===== src/rtl/aes3_tx_pkg.sv =====
package aes3_tx_pkg;

  localparam int SMP_W      = 24;
  localparam int SLOT_SMP0  = 4;
  localparam int SLOT_V     = 28;
  localparam int SLOT_U     = 29;
  localparam int SLOT_C     = 30;
  localparam int SLOT_PAR   = 31;
  localparam int ST_W       = 7;   // 128 states per frame

  typedef enum logic [1:0] {
    PRE_BLK  = 2'd0,
    PRE_CH1  = 2'd1,
    PRE_CH2  = 2'd2
  } pre_kind_e;

  typedef struct packed {
    logic [SMP_W-1:0] smp;
    logic             v;
    logic             u;
    logic             c;
  } chan_fields_t;

  // state sequence of each sync pattern for a low preceding level, first state in bit 7
  function automatic logic [7:0] pre_pattern(input pre_kind_e k);
    logic [7:0] p;
    case (k)
      PRE_BLK: p = 8'b1110_1000;
      PRE_CH1: p = 8'b1110_0010;
      default: p = 8'b1110_0100;
    endcase
    return p;
  endfunction

  // subframe payload word, slot index = bit index; slots 0..3 unused here
  function automatic logic [31:0] build_word(input chan_fields_t f);
    logic [31:0] w;
    w = '0;
    w[SLOT_SMP0 +: SMP_W] = f.smp;
    w[SLOT_V]             = f.v;
    w[SLOT_U]             = f.u;
    w[SLOT_C]             = f.c;
    w[SLOT_PAR]           = ^w[SLOT_C:SLOT_SMP0];
    return w;
  endfunction

endpackage


===== src/rtl/aes3_tx_timebase.sv =====
module aes3_tx_timebase
  import aes3_tx_pkg::*;
#(
  parameter int BLOCK_FRAMES   = 192,
  parameter int BS_FRAMES      = 32,
  parameter int BS_DELAY_SLOTS = 2,
  localparam int FR_W          = $clog2(BLOCK_FRAMES)
) (
  input  logic            clk,
  input  logic            rst,
  input  logic            run,
  input  logic            state_en,
  output logic [FR_W-1:0] fr,
  output logic [ST_W-1:0] st,
  output logic            adv,
  output logic            smp_req,
  output logic            blk_start
);

  localparam logic [FR_W-1:0] LAST_FR = FR_W'(BLOCK_FRAMES - 1);
  localparam logic [FR_W-1:0] BS_FR   = FR_W'(BS_FRAMES);
  localparam logic [ST_W-1:0] BS_ST   = ST_W'(64 + 2 * BS_DELAY_SLOTS);
  localparam logic [ST_W-1:0] LAST_ST = '1;

  logic in_win;

  assign adv = state_en & run;

  always_comb begin
    if (fr == '0)
      in_win = (st >= BS_ST);
    else if (fr < BS_FR)
      in_win = 1'b1;
    else if (fr == BS_FR)
      in_win = (st < BS_ST);
    else
      in_win = 1'b0;
  end

  always_ff @(posedge clk) begin
    if (rst || !run) begin
      fr        <= '0;
      st        <= '0;
      smp_req   <= 1'b0;
      blk_start <= 1'b1;
    end else begin
      smp_req <= 1'b0;
      if (state_en) begin
        st        <= st + 1'b1;
        blk_start <= in_win;
        if (st == '0)
          smp_req <= 1'b1;
        if (st == LAST_ST)
          fr <= (fr == LAST_FR) ? '0 : fr + 1'b1;
      end
    end
  end


  smp_req_pulse_chk: assert property (@(posedge clk) disable iff (rst)
    smp_req |=> !smp_req);


  fr_range_chk: assert property (@(posedge clk) disable iff (rst)
    fr <= LAST_FR);


  blk_forced_chk: assert property (@(posedge clk) disable iff (rst)
    !run |=> blk_start);


  hold_pos_chk: assert property (@(posedge clk) disable iff (rst)
    (run && !state_en) |=> $stable(st));

endmodule


===== src/rtl/aes3_tx_framer.sv =====
module aes3_tx_framer
  import aes3_tx_pkg::*;
(
  input  logic            clk,
  input  logic            rst,
  input  logic            adv,
  input  logic [ST_W-1:0] st,
  input  logic            smp_req,
  input  chan_fields_t    in_l,
  input  chan_fields_t    in_r,
  output logic [31:0]     word
);

  localparam logic [ST_W-1:0] ST_CH1 = ST_W'(0);
  localparam logic [ST_W-1:0] ST_CH2 = ST_W'(64);

  chan_fields_t hold_l, hold_r, stage_r;

  always_ff @(posedge clk) begin
    if (rst) begin
      hold_l  <= '0;
      hold_r  <= '0;
      stage_r <= '0;
      word    <= '0;
    end else begin
      if (smp_req) begin
        hold_l <= in_l;
        hold_r <= in_r;
      end
      if (adv && st == ST_CH1) begin
        word    <= build_word(hold_l);
        stage_r <= hold_r;
      end else if (adv && st == ST_CH2) begin
        word <= build_word(stage_r);
      end
    end
  end


  word_parity_chk: assert property (@(posedge clk) disable iff (rst)
    (adv && (st == ST_CH1 || st == ST_CH2)) |=> (^word[31:4]) == 1'b0);


  capture_chk: assert property (@(posedge clk) disable iff (rst)
    smp_req |=> (hold_l == $past(in_l)) && (hold_r == $past(in_r)));

endmodule


===== src/rtl/aes3_bmc_coder.sv =====
module aes3_bmc_coder
  import aes3_tx_pkg::*;
#(
  parameter int FR_W = 8
) (
  input  logic            clk,
  input  logic            rst,
  input  logic            tmr_rst,
  input  logic            mute,
  input  logic            adv,
  input  logic [FR_W-1:0] fr,
  input  logic [ST_W-1:0] st,
  input  logic [31:0]     word,
  output logic            line
);

  logic       ref_q, ref_now, pre_bit, nxt, sub_start, in_pre;
  logic [4:0] slot;
  logic [7:0] pat;
  pre_kind_e  kind;

  assign sub_start = (st[5:0] == 6'd0);
  assign in_pre    = (st[5:3] == 3'd0);
  assign slot      = st[5:1];

  always_comb begin
    if (st[6])
      kind = PRE_CH2;
    else if (fr == '0)
      kind = PRE_BLK;
    else
      kind = PRE_CH1;
  end

  assign pat     = pre_pattern(kind);
  assign ref_now = sub_start ? line : ref_q;
  assign pre_bit = pat[3'd7 - st[2:0]] ^ ref_now;

  always_comb begin
    if (in_pre)
      nxt = pre_bit;
    else if (!st[0])
      nxt = ~line;
    else
      nxt = word[slot] ? ~line : line;
  end

  always_ff @(posedge clk) begin
    if (rst) begin
      line  <= 1'b0;
      ref_q <= 1'b0;
    end else if (tmr_rst) begin
      line <= 1'b1;
    end else if (mute) begin
      line <= 1'b0;
    end else if (adv) begin
      line <= nxt;
      if (sub_start)
        ref_q <= line;
    end
  end


  line_hi_chk: assert property (@(posedge clk) disable iff (rst)
    tmr_rst |=> line);


  line_lo_chk: assert property (@(posedge clk) disable iff (rst)
    (mute && !tmr_rst) |=> !line);


  slot_edge_chk: assert property (@(posedge clk) disable iff (rst)
    (adv && !tmr_rst && !mute && !in_pre && !st[0]) |=> line != $past(line));


  pre_edge_chk: assert property (@(posedge clk) disable iff (rst)
    (adv && !tmr_rst && !mute && sub_start) |=> line != $past(line));

endmodule


===== src/rtl/aes3_bmc_tx.sv =====
module aes3_bmc_tx
  import aes3_tx_pkg::*;
#(
  parameter int BLOCK_FRAMES   = 192,
  parameter int BS_FRAMES      = 32,
  parameter int BS_DELAY_SLOTS = 2
) (
  input  logic        clk,
  input  logic        rst,
  input  logic        state_en,
  input  logic        tmr_rst,
  input  logic        mute,
  input  logic [23:0] left_smp,
  input  logic        left_v,
  input  logic        left_u,
  input  logic        left_c,
  input  logic [23:0] right_smp,
  input  logic        right_v,
  input  logic        right_u,
  input  logic        right_c,
  output logic        line_out,
  output logic        blk_start,
  output logic        smp_req
);

  localparam int FR_W = $clog2(BLOCK_FRAMES);

  logic            run, adv;
  logic [FR_W-1:0] fr;
  logic [ST_W-1:0] st;
  logic [31:0]     word;
  chan_fields_t    in_l, in_r;

  assign run  = !tmr_rst && !mute;
  assign in_l = '{smp: left_smp,  v: left_v,  u: left_u,  c: left_c};
  assign in_r = '{smp: right_smp, v: right_v, u: right_u, c: right_c};

  aes3_tx_timebase #(
    .BLOCK_FRAMES  (BLOCK_FRAMES),
    .BS_FRAMES     (BS_FRAMES),
    .BS_DELAY_SLOTS(BS_DELAY_SLOTS)
  ) u_timebase (
    .clk      (clk),
    .rst      (rst),
    .run      (run),
    .state_en (state_en),
    .fr       (fr),
    .st       (st),
    .adv      (adv),
    .smp_req  (smp_req),
    .blk_start(blk_start)
  );

  aes3_tx_framer u_framer (
    .clk    (clk),
    .rst    (rst),
    .adv    (adv),
    .st     (st),
    .smp_req(smp_req),
    .in_l   (in_l),
    .in_r   (in_r),
    .word   (word)
  );

  aes3_bmc_coder #(
    .FR_W(FR_W)
  ) u_coder (
    .clk    (clk),
    .rst    (rst),
    .tmr_rst(tmr_rst),
    .mute   (mute),
    .adv    (adv),
    .fr     (fr),
    .st     (st),
    .word   (word),
    .line   (line_out)
  );


  rst_line_chk: assert property (@(posedge clk)
    rst |=> (!line_out && blk_start && !smp_req));

endmodule


===== config.mk =====
export PLATFORM = sky130hd
export DESIGN_NAME = aes3_bmc_tx
export DESIGN_NICKNAME = d
export VERILOG_FILES = /design/src/rtl/aes3_tx_pkg.sv /design/src/rtl/aes3_tx_timebase.sv /design/src/rtl/aes3_tx_framer.sv /design/src/rtl/aes3_bmc_coder.sv /design/src/rtl/aes3_bmc_tx.sv
export SDC_FILE = /design/constraint.sdc
export NUM_CORES = 1
export LEC_CHECK = 0
export BUFFER_PORTS_ARGS = -buffer_cell sky130_fd_sc_hd__buf_4
export CORE_UTILIZATION = 35
export CTS_BUF_LIST = sky130_fd_sc_hd__clkbuf_16
export CTS_CLUSTER_DIAMETER = 80
export DETAILED_ROUTE_END_ITERATION = 12
export MAX_ROUTING_LAYER = met4
export PLACE_DENSITY_LB_ADDON = 0.08
export RECOVER_POWER = 100
export REMOVE_ABC_BUFFERS = 1
export SLEW_MARGIN = 20
export SYNTH_ARGS = -nofsm -noshare
export SYNTH_HDL_FRONTEND = slang
export SYNTH_HIERARCHICAL = 1
export SYNTH_SLANG_ARGS = --single-unit
export TNS_END_PERCENT = 100

===== constraint.sdc =====
create_clock -name clk -period 2.7 [get_ports clk]
set_clock_uncertainty 0.1 [all_clocks]
set_input_delay 0.27 -clock clk [delete_from_list [all_inputs] [get_ports clk]]
set_output_delay 0.27 -clock clk [all_outputs]
set_load 0.02 [all_outputs]

==> metrics.cfg, run 1 <==
[run_status]
outcome = complete, no violations

[floorplanning]
initial_core_util_pct = 36.4
io_pins = 62
coreArea_sq_mm = 0.0161
die_h_um = 131
rows = 46
design.die.area_sq_mm = 0.0173
die_w_um = 131

[min_path]
hold_end = u_framer/hold_r[25]
min_path_cells = 3
min_from = right_smp[22]
hp-class = input pin to register

[grt]
grt_max_degree = 112
gr-usage-met3_pct = 4.17
busiest_layer = met2
grt_util_all_layers_pct = 16.7
grt_pass1_vias = 4567
grt_antenna_before_repair = 1
gr-usage-met1_pct = 21.0
grtUsageMet2_pct = 25.7
grt_first_pass_wirelength_mm = 22.3
overflow = 0

[run]
cap_violations = 0

[sta]
grt_setup_unrepaired = no
worst_pin_slew_ns = 1.34
hold_viol_final = 0
final-setup-viol-count = 0
max_freq_ghz = 0.417
post-route-period-util_pct = 88.8
period_minus_slack_ns = 2.40
slew_headroom_pct = 10.3
holdWs_ns = 0.0175
tns_ns = 0
drv_slew = 0

[placed_design]
dp_hpwl_mm = 8.84
port_buffers = 61
dpl_cell_area_sq_mm = 0.00660
routabilityCongestion = 0.808
dp.cells = 882

[pwr]
irDropWorstVdd_mv = 0.441
clockPowerShare_pct = 49.8
p_sw_uw = 1000
combPwrFrac_pct = 7.6
power_density_mw_per_mm2 = 602
internal_power_uw = 3610
power_frac_seq_pct = 42.6
power.total_uw = 4610
p_leak_uw = 0.00262
switching_share_pct = 21.7

[finish]
n_antenna_cell = 0
final_cells = 965
drive_gt1_share_pct = 14.8
area_growth_pct = 30.6
finalInstanceArea_sq_mm = 0.00766
multiInputGateArea_sq_mm = 0.00310
nets = 800
nFillCells = 1608
final_cell_mix = dfxtp_1, nor2_1, mux2i_1, buf_4, nand2_1
ff_latch_area_sq_mm = 0.00256
final_common_cell = dfxtp_1

[setup_path]
arrival_ns = 2.63
r2r_slack_ns = 0.30
ff2ff_path_depth = 7
reg2reg_from = u_timebase/st[1]
start_kind = register
r2r-end = u_framer/stage_r[20]
cp.required_ns = 2.93
worstPathMaxFanout = 14
cp-end-kind = register
path_class = register to register

[clock_network]
numCtsBuffers = 17
cts_setup_buffers = 0
clock_sinks = 128
cts_buffer_depth = 2
clkTransAtPathRegs_ns = 0.05
clkLatencyLatePin_ns = 0.41
htree_levels = 4
cts_tree = done
root_buffer = clkbuf_16

[synth]
avgSynthCellArea_sq_um = 9.33
yosysWarnings = 6
syn_inst = 629
syn-cell-area_sq_mm = 0.00587

[detailed_routing]
num_vias = 4571
routed_wl_mm = 13.1
wl_per_cell_um = 13.6
drtPass1Iterations = 4
postRouteAntennaNets = 0
drt-initial-drc-count = 239
vias_per_cell = 4.74
drc = 0

[sequential cells by signal, indices dropped and copies added (netlist names)]
| name | cells |
|---|---|
| u_framer/word | 28 |
| u_timebase/blk_start | 1 |
| u_coder/line | 1 |
| u_timebase/st | 7 |
| u_framer/stage_r | 27 |
| u_coder/ref_q | 1 |
| u_framer/hold_l | 27 |
| u_timebase/smp_req | 1 |
| u_framer/hold_r | 27 |
| u_timebase/fr | 8 |
[worst max path at each step]
stage                           from                    to  cells past startpoint
floorplan           u_timebase/st[1]   u_framer/stage_r[0]                      5
global placement    u_timebase/fr[5]          u_coder/line                      6
detailed placement              mute  u_framer/stage_r[20]                      9
CTS                 u_timebase/fr[5]          u_coder/line                      6
global route        u_timebase/st[1]  u_framer/stage_r[11]                      7
finish              u_timebase/st[1]  u_framer/stage_r[20]                      7
[power by group through the flow]
stage	Sequential [uW]	Clock, uW	Combinational, uW
4_1_cts	1970	2360	359
5_1_grt	1970	2440	387
3_3_place_gp	2010	0	294
3_5_place_dp	2010	0	299
6_report	1970	2300	351
2_1_floorplan	2000	0	154
[area by class of cell]
type                    instances  share of cell area (%)
multi-input cells             456                    40.4
repair buffers                128                    14.6
clock inverters                13                    1.86
clock buffers                  18                    5.88
flip-flops and latches        128                    33.4
inverters                       6                   0.294
well taps                     216                    3.53
[per-stage QoR]
step                      worst slack [ns]  util [%]
after detailed placement             0.335      41.0
after global routing                 0.130      47.6
after global placement               0.381      41.0
final                                0.301      47.6
after CTS                            0.341      47.9
after floorplan                      -2.34         -
[critical path, cell delays in order, from the launching register on]
cell	delay (ns)
dfxtp_1	0.38
buf_4	0.21
or4b_1	0.53
nor4_2	0.40
nor2b_1	0.23
buf_4	0.24
nand2_1	0.08
a21oi_1	0.14
[metal layers]
layer / vias up / part of all wire (%)
li1: 2389 / -
met4: 0 / 1.3
met3: 13 / 3.3
met5: - / 0
met2: 64 / 45
met1: 2105 / 50
[timing repair]
action | CTS | global route
hold buffers | 52 | 0
hold endpoints to repair | 52 | 0
resized for setup | 0 | 0
Note: power is estimated with default switching activity, not from simulation.
==> run 2: changes to the inputs <==
--- a/config.mk
+++ b/config.mk
@@ -5,8 +5,9 @@
 export SDC_FILE = /design/constraint.sdc
 export NUM_CORES = 1
 export LEC_CHECK = 0
+export ABC_AREA = 1
 export BUFFER_PORTS_ARGS = -buffer_cell sky130_fd_sc_hd__buf_4
-export CORE_UTILIZATION = 35
+export CORE_UTILIZATION = 56
 export CTS_BUF_LIST = sky130_fd_sc_hd__clkbuf_16
 export CTS_CLUSTER_DIAMETER = 80
 export DETAILED_ROUTE_END_ITERATION = 12
==> run 2 against run 1 <==
Compared with the run above: the flow now finishes with violations (DRC); cell count grew 31%; die area shrank 28%; synthesized cell count grew 66%; first-iteration DRC count grew 77%; sequential share of layout area shrank 1.3 points; fmax grew 11%; utilization grew 21 points; worst setup slack gained 0.24 ns; register-to-register slack gained 0.24 ns.
==> metrics.cfg, run 2 <==
[run_status]
outcome = finished with violations
violations = DRC

[pwr]
combPwrFrac_pct = 9.8  ; +2.2 points
switching_share_pct = 24.1  ; +2.4 points
p_sw_uw = 1100  ; +10%
power_density_mw_per_mm2 = 575  ; -4.6%
power_frac_seq_pct = 43.5  ; +0.9 points
p_leak_uw = 0.00377  ; +44%
clockPowerShare_pct = 46.7  ; -3.1 points
irDropWorstVdd_mv = 0.513  ; +16%
power.total_uw = 4570  ; -0.88%
internal_power_uw = 3470  ; -3.9%

[clock_network]
clock_sinks = 128  ; unchanged
cts_tree = done
clkLatencyLatePin_ns = 0.41  ; about the same
htree_levels = 4  ; unchanged
root_buffer = clkbuf_16
cts_buffer_depth = 2  ; unchanged
cts_setup_buffers = 0  ; unchanged
clkTransAtPathRegs_ns = 0.06  ; about the same
numCtsBuffers = 17  ; unchanged

[placed_design]
place_ws_ns = 0.574  ; +0.239 ns
routabilityCongestion = 0.870  ; +7.8%
dpl_cell_area_sq_mm = 0.00724  ; +9.7%
dp_hpwl_mm = 10.6  ; +20%
port_buffers = 61  ; unchanged

[floorplanning]
initial_core_util_pct = 58.3  ; +22 points
rows = 39  ; -15%
die_h_um = 112  ; -15%
coreArea_sq_mm = 0.0116  ; -28%
design.die.area_sq_mm = 0.0125  ; -28%
io_pins = 62  ; unchanged
die_w_um = 112  ; -15%

[grt]
grt_util_all_layers_pct = 26.8  ; +10 points
grt_first_pass_wirelength_mm = 26.5  ; +19%
grt_pass1_vias = 5952  ; +30%
grt_antenna_before_repair = 0  ; -1
grt_max_degree = 48  ; -57%
overflow = 0  ; unchanged

[finish]
drive_gt1_share_pct = 9.63  ; -5.2 points
final_common_cell = nand2_1
multiInputGateArea_sq_mm = 0.00346  ; +12%
area_growth_pct = 18.0
nets = 1172  ; +47%
nFillCells = 1048  ; -35%
ff_latch_area_sq_mm = 0.00256  ; about the same
final_cell_mix = nand2_1, dfxtp_1, inv_1, nor2_1, o21ai_0
largest_reg_flops = 28  ; unchanged
n_antenna_cell = 0  ; unchanged
finalInstanceArea_sq_mm = 0.00796  ; +3.9%
largest-register = u_framer/word

[synth]
syn-cell-area_sq_mm = 0.00675  ; +15%
yosysWarnings = 6  ; unchanged
avgSynthCellArea_sq_um = 6.48  ; -31%
syn_inst = 1042  ; +66%

[run]
cap_violations = 0  ; unchanged

[setup_path]
cp.required_ns = 2.90  ; -0.03 ns
worstPathMaxFanout = 26  ; +12
arrival_ns = 2.37  ; -0.26 ns
start_kind = register
cp-end-kind = register
reg2reg_from = u_timebase/st[1]
r2r-end = u_framer/word[12]
ff2ff_path_depth = 9  ; +2
r2r_slack_ns = 0.54  ; +0.24 ns
path_class = register to register
crit_path_start = u_timebase/st[1]
cp-endpoint = u_framer/word[12]

[sta]
drv_slew = 0  ; unchanged
layout_setup_ws_ns = 0.538  ; +0.237 ns
period_minus_slack_ns = 2.16  ; -0.237 ns
hold_viol_final = 0  ; unchanged
holdWs_ns = 0.0295  ; +0.0121 ns
max_freq_ghz = 0.463  ; +11%
worst_pin_slew_ns = 0.946  ; -0.398 ns
grt_setup_unrepaired = no
slew_headroom_pct = 36.9  ; +27 points
final-setup-viol-count = 0  ; unchanged
post-route-period-util_pct = 80.1  ; -8.8 points

[min_path]
hp-class = input pin to register

[detailed_routing]
postRouteAntennaNets = 0  ; unchanged
wl_per_cell_um = 12.1  ; -11%
num_vias = 6399  ; +40%
drc = 5  ; +5
drtPass1Iterations = 8  ; +4
routed_wl_mm = 15.3  ; +17%
drt-initial-drc-count = 423  ; +77%
vias_per_cell = 5.06  ; +6.8%

==> run 2: timing repair <==
action / 4_1_cts / 5_1_grt
resized for setup: 0 / 0
hold buffers: 20 / 0
endpoints found under the hold margin: 20 / 0
==> run 2: power groups by stage <==
| stage | Clock, uW | Sequential [uW] | Combinational [uW] |
|---|---|---|---|
| 6_report | 2130 | 1990 | 449 |
| 3_3_place_gp | 0 | 2030 | 422 |
| 2_1_floorplan | 0 | 2020 | 271 |
| 3_5_place_dp | 0 | 2030 | 427 |
| 5_1_grt | 2250 | 2000 | 517 |
| 4_1_cts | 2160 | 1990 | 452 |
==> run 2: final cells by class <==
| cell class | instances | share of cell area [%] |
|---|---|---|
| Inverter | 129 | 6.13 |
| Tap cell | 143 | 2.25 |
| Clock buffer | 17 | 5.34 |
| Clock inverter | 15 | 1.62 |
| Sequential cell | 128 | 32.2 |
| Timing Repair Buffer | 91 | 9.04 |
| Multi-Input combinational cell | 742 | 43.4 |
==> run 2: worst max-delay path, stage by stage (launching register included) <==
cell	delay (ns)
dfxtp_1	0.46
nor2_1	0.15
nand2_1	0.09
nor4_4	0.23
nand2_2	0.10
clkbuf_2	0.39
nand2_1	0.24
o211ai_1	0.12
o211ai_1	0.10
inv_1	0.06
==> run 2: routing by layer <==
layer  routed length, um  up-vias  global-route usage, %
li1                    -     3447                      -
met1                7350     2801                   32.8
met2                7130      136                   44.1
met3                 575       15                   5.28
met4                 208        0                   9.28
met5                   0        -                      -
==> run 2: worst min-delay path by stage <==
stage | cells past startpoint | from | to | slack (ns)
after floorplan | 1 | rst | u_framer/stage_r[0] | 0.24
after global placement | 2 | u_framer/hold_r[19] | u_framer/stage_r[19] | 0.35
after detailed placement | 2 | u_framer/hold_r[10] | u_framer/stage_r[10] | 0.35
after CTS | 3 | left_smp[7] | u_framer/hold_l[10] | 0.02
after global routing | 3 | right_smp[3] | u_framer/hold_r[6] | 0.02
final | 3 | right_smp[3] | u_framer/hold_r[6] | 0.03
==> run 2: metrics by stage <==
step | std cells | util (%) | setup TNS (ns)
2_1_floorplan | 999 | - | -25.38
3_3_place_gp | 1213 | 62.6 | 0
3_5_place_dp | 1213 | 62.6 | 0
4_1_cts | 1265 | 69.1 | 0
5_1_grt | 1265 | 68.8 | 0
6_report | 1265 | 68.8 | 0
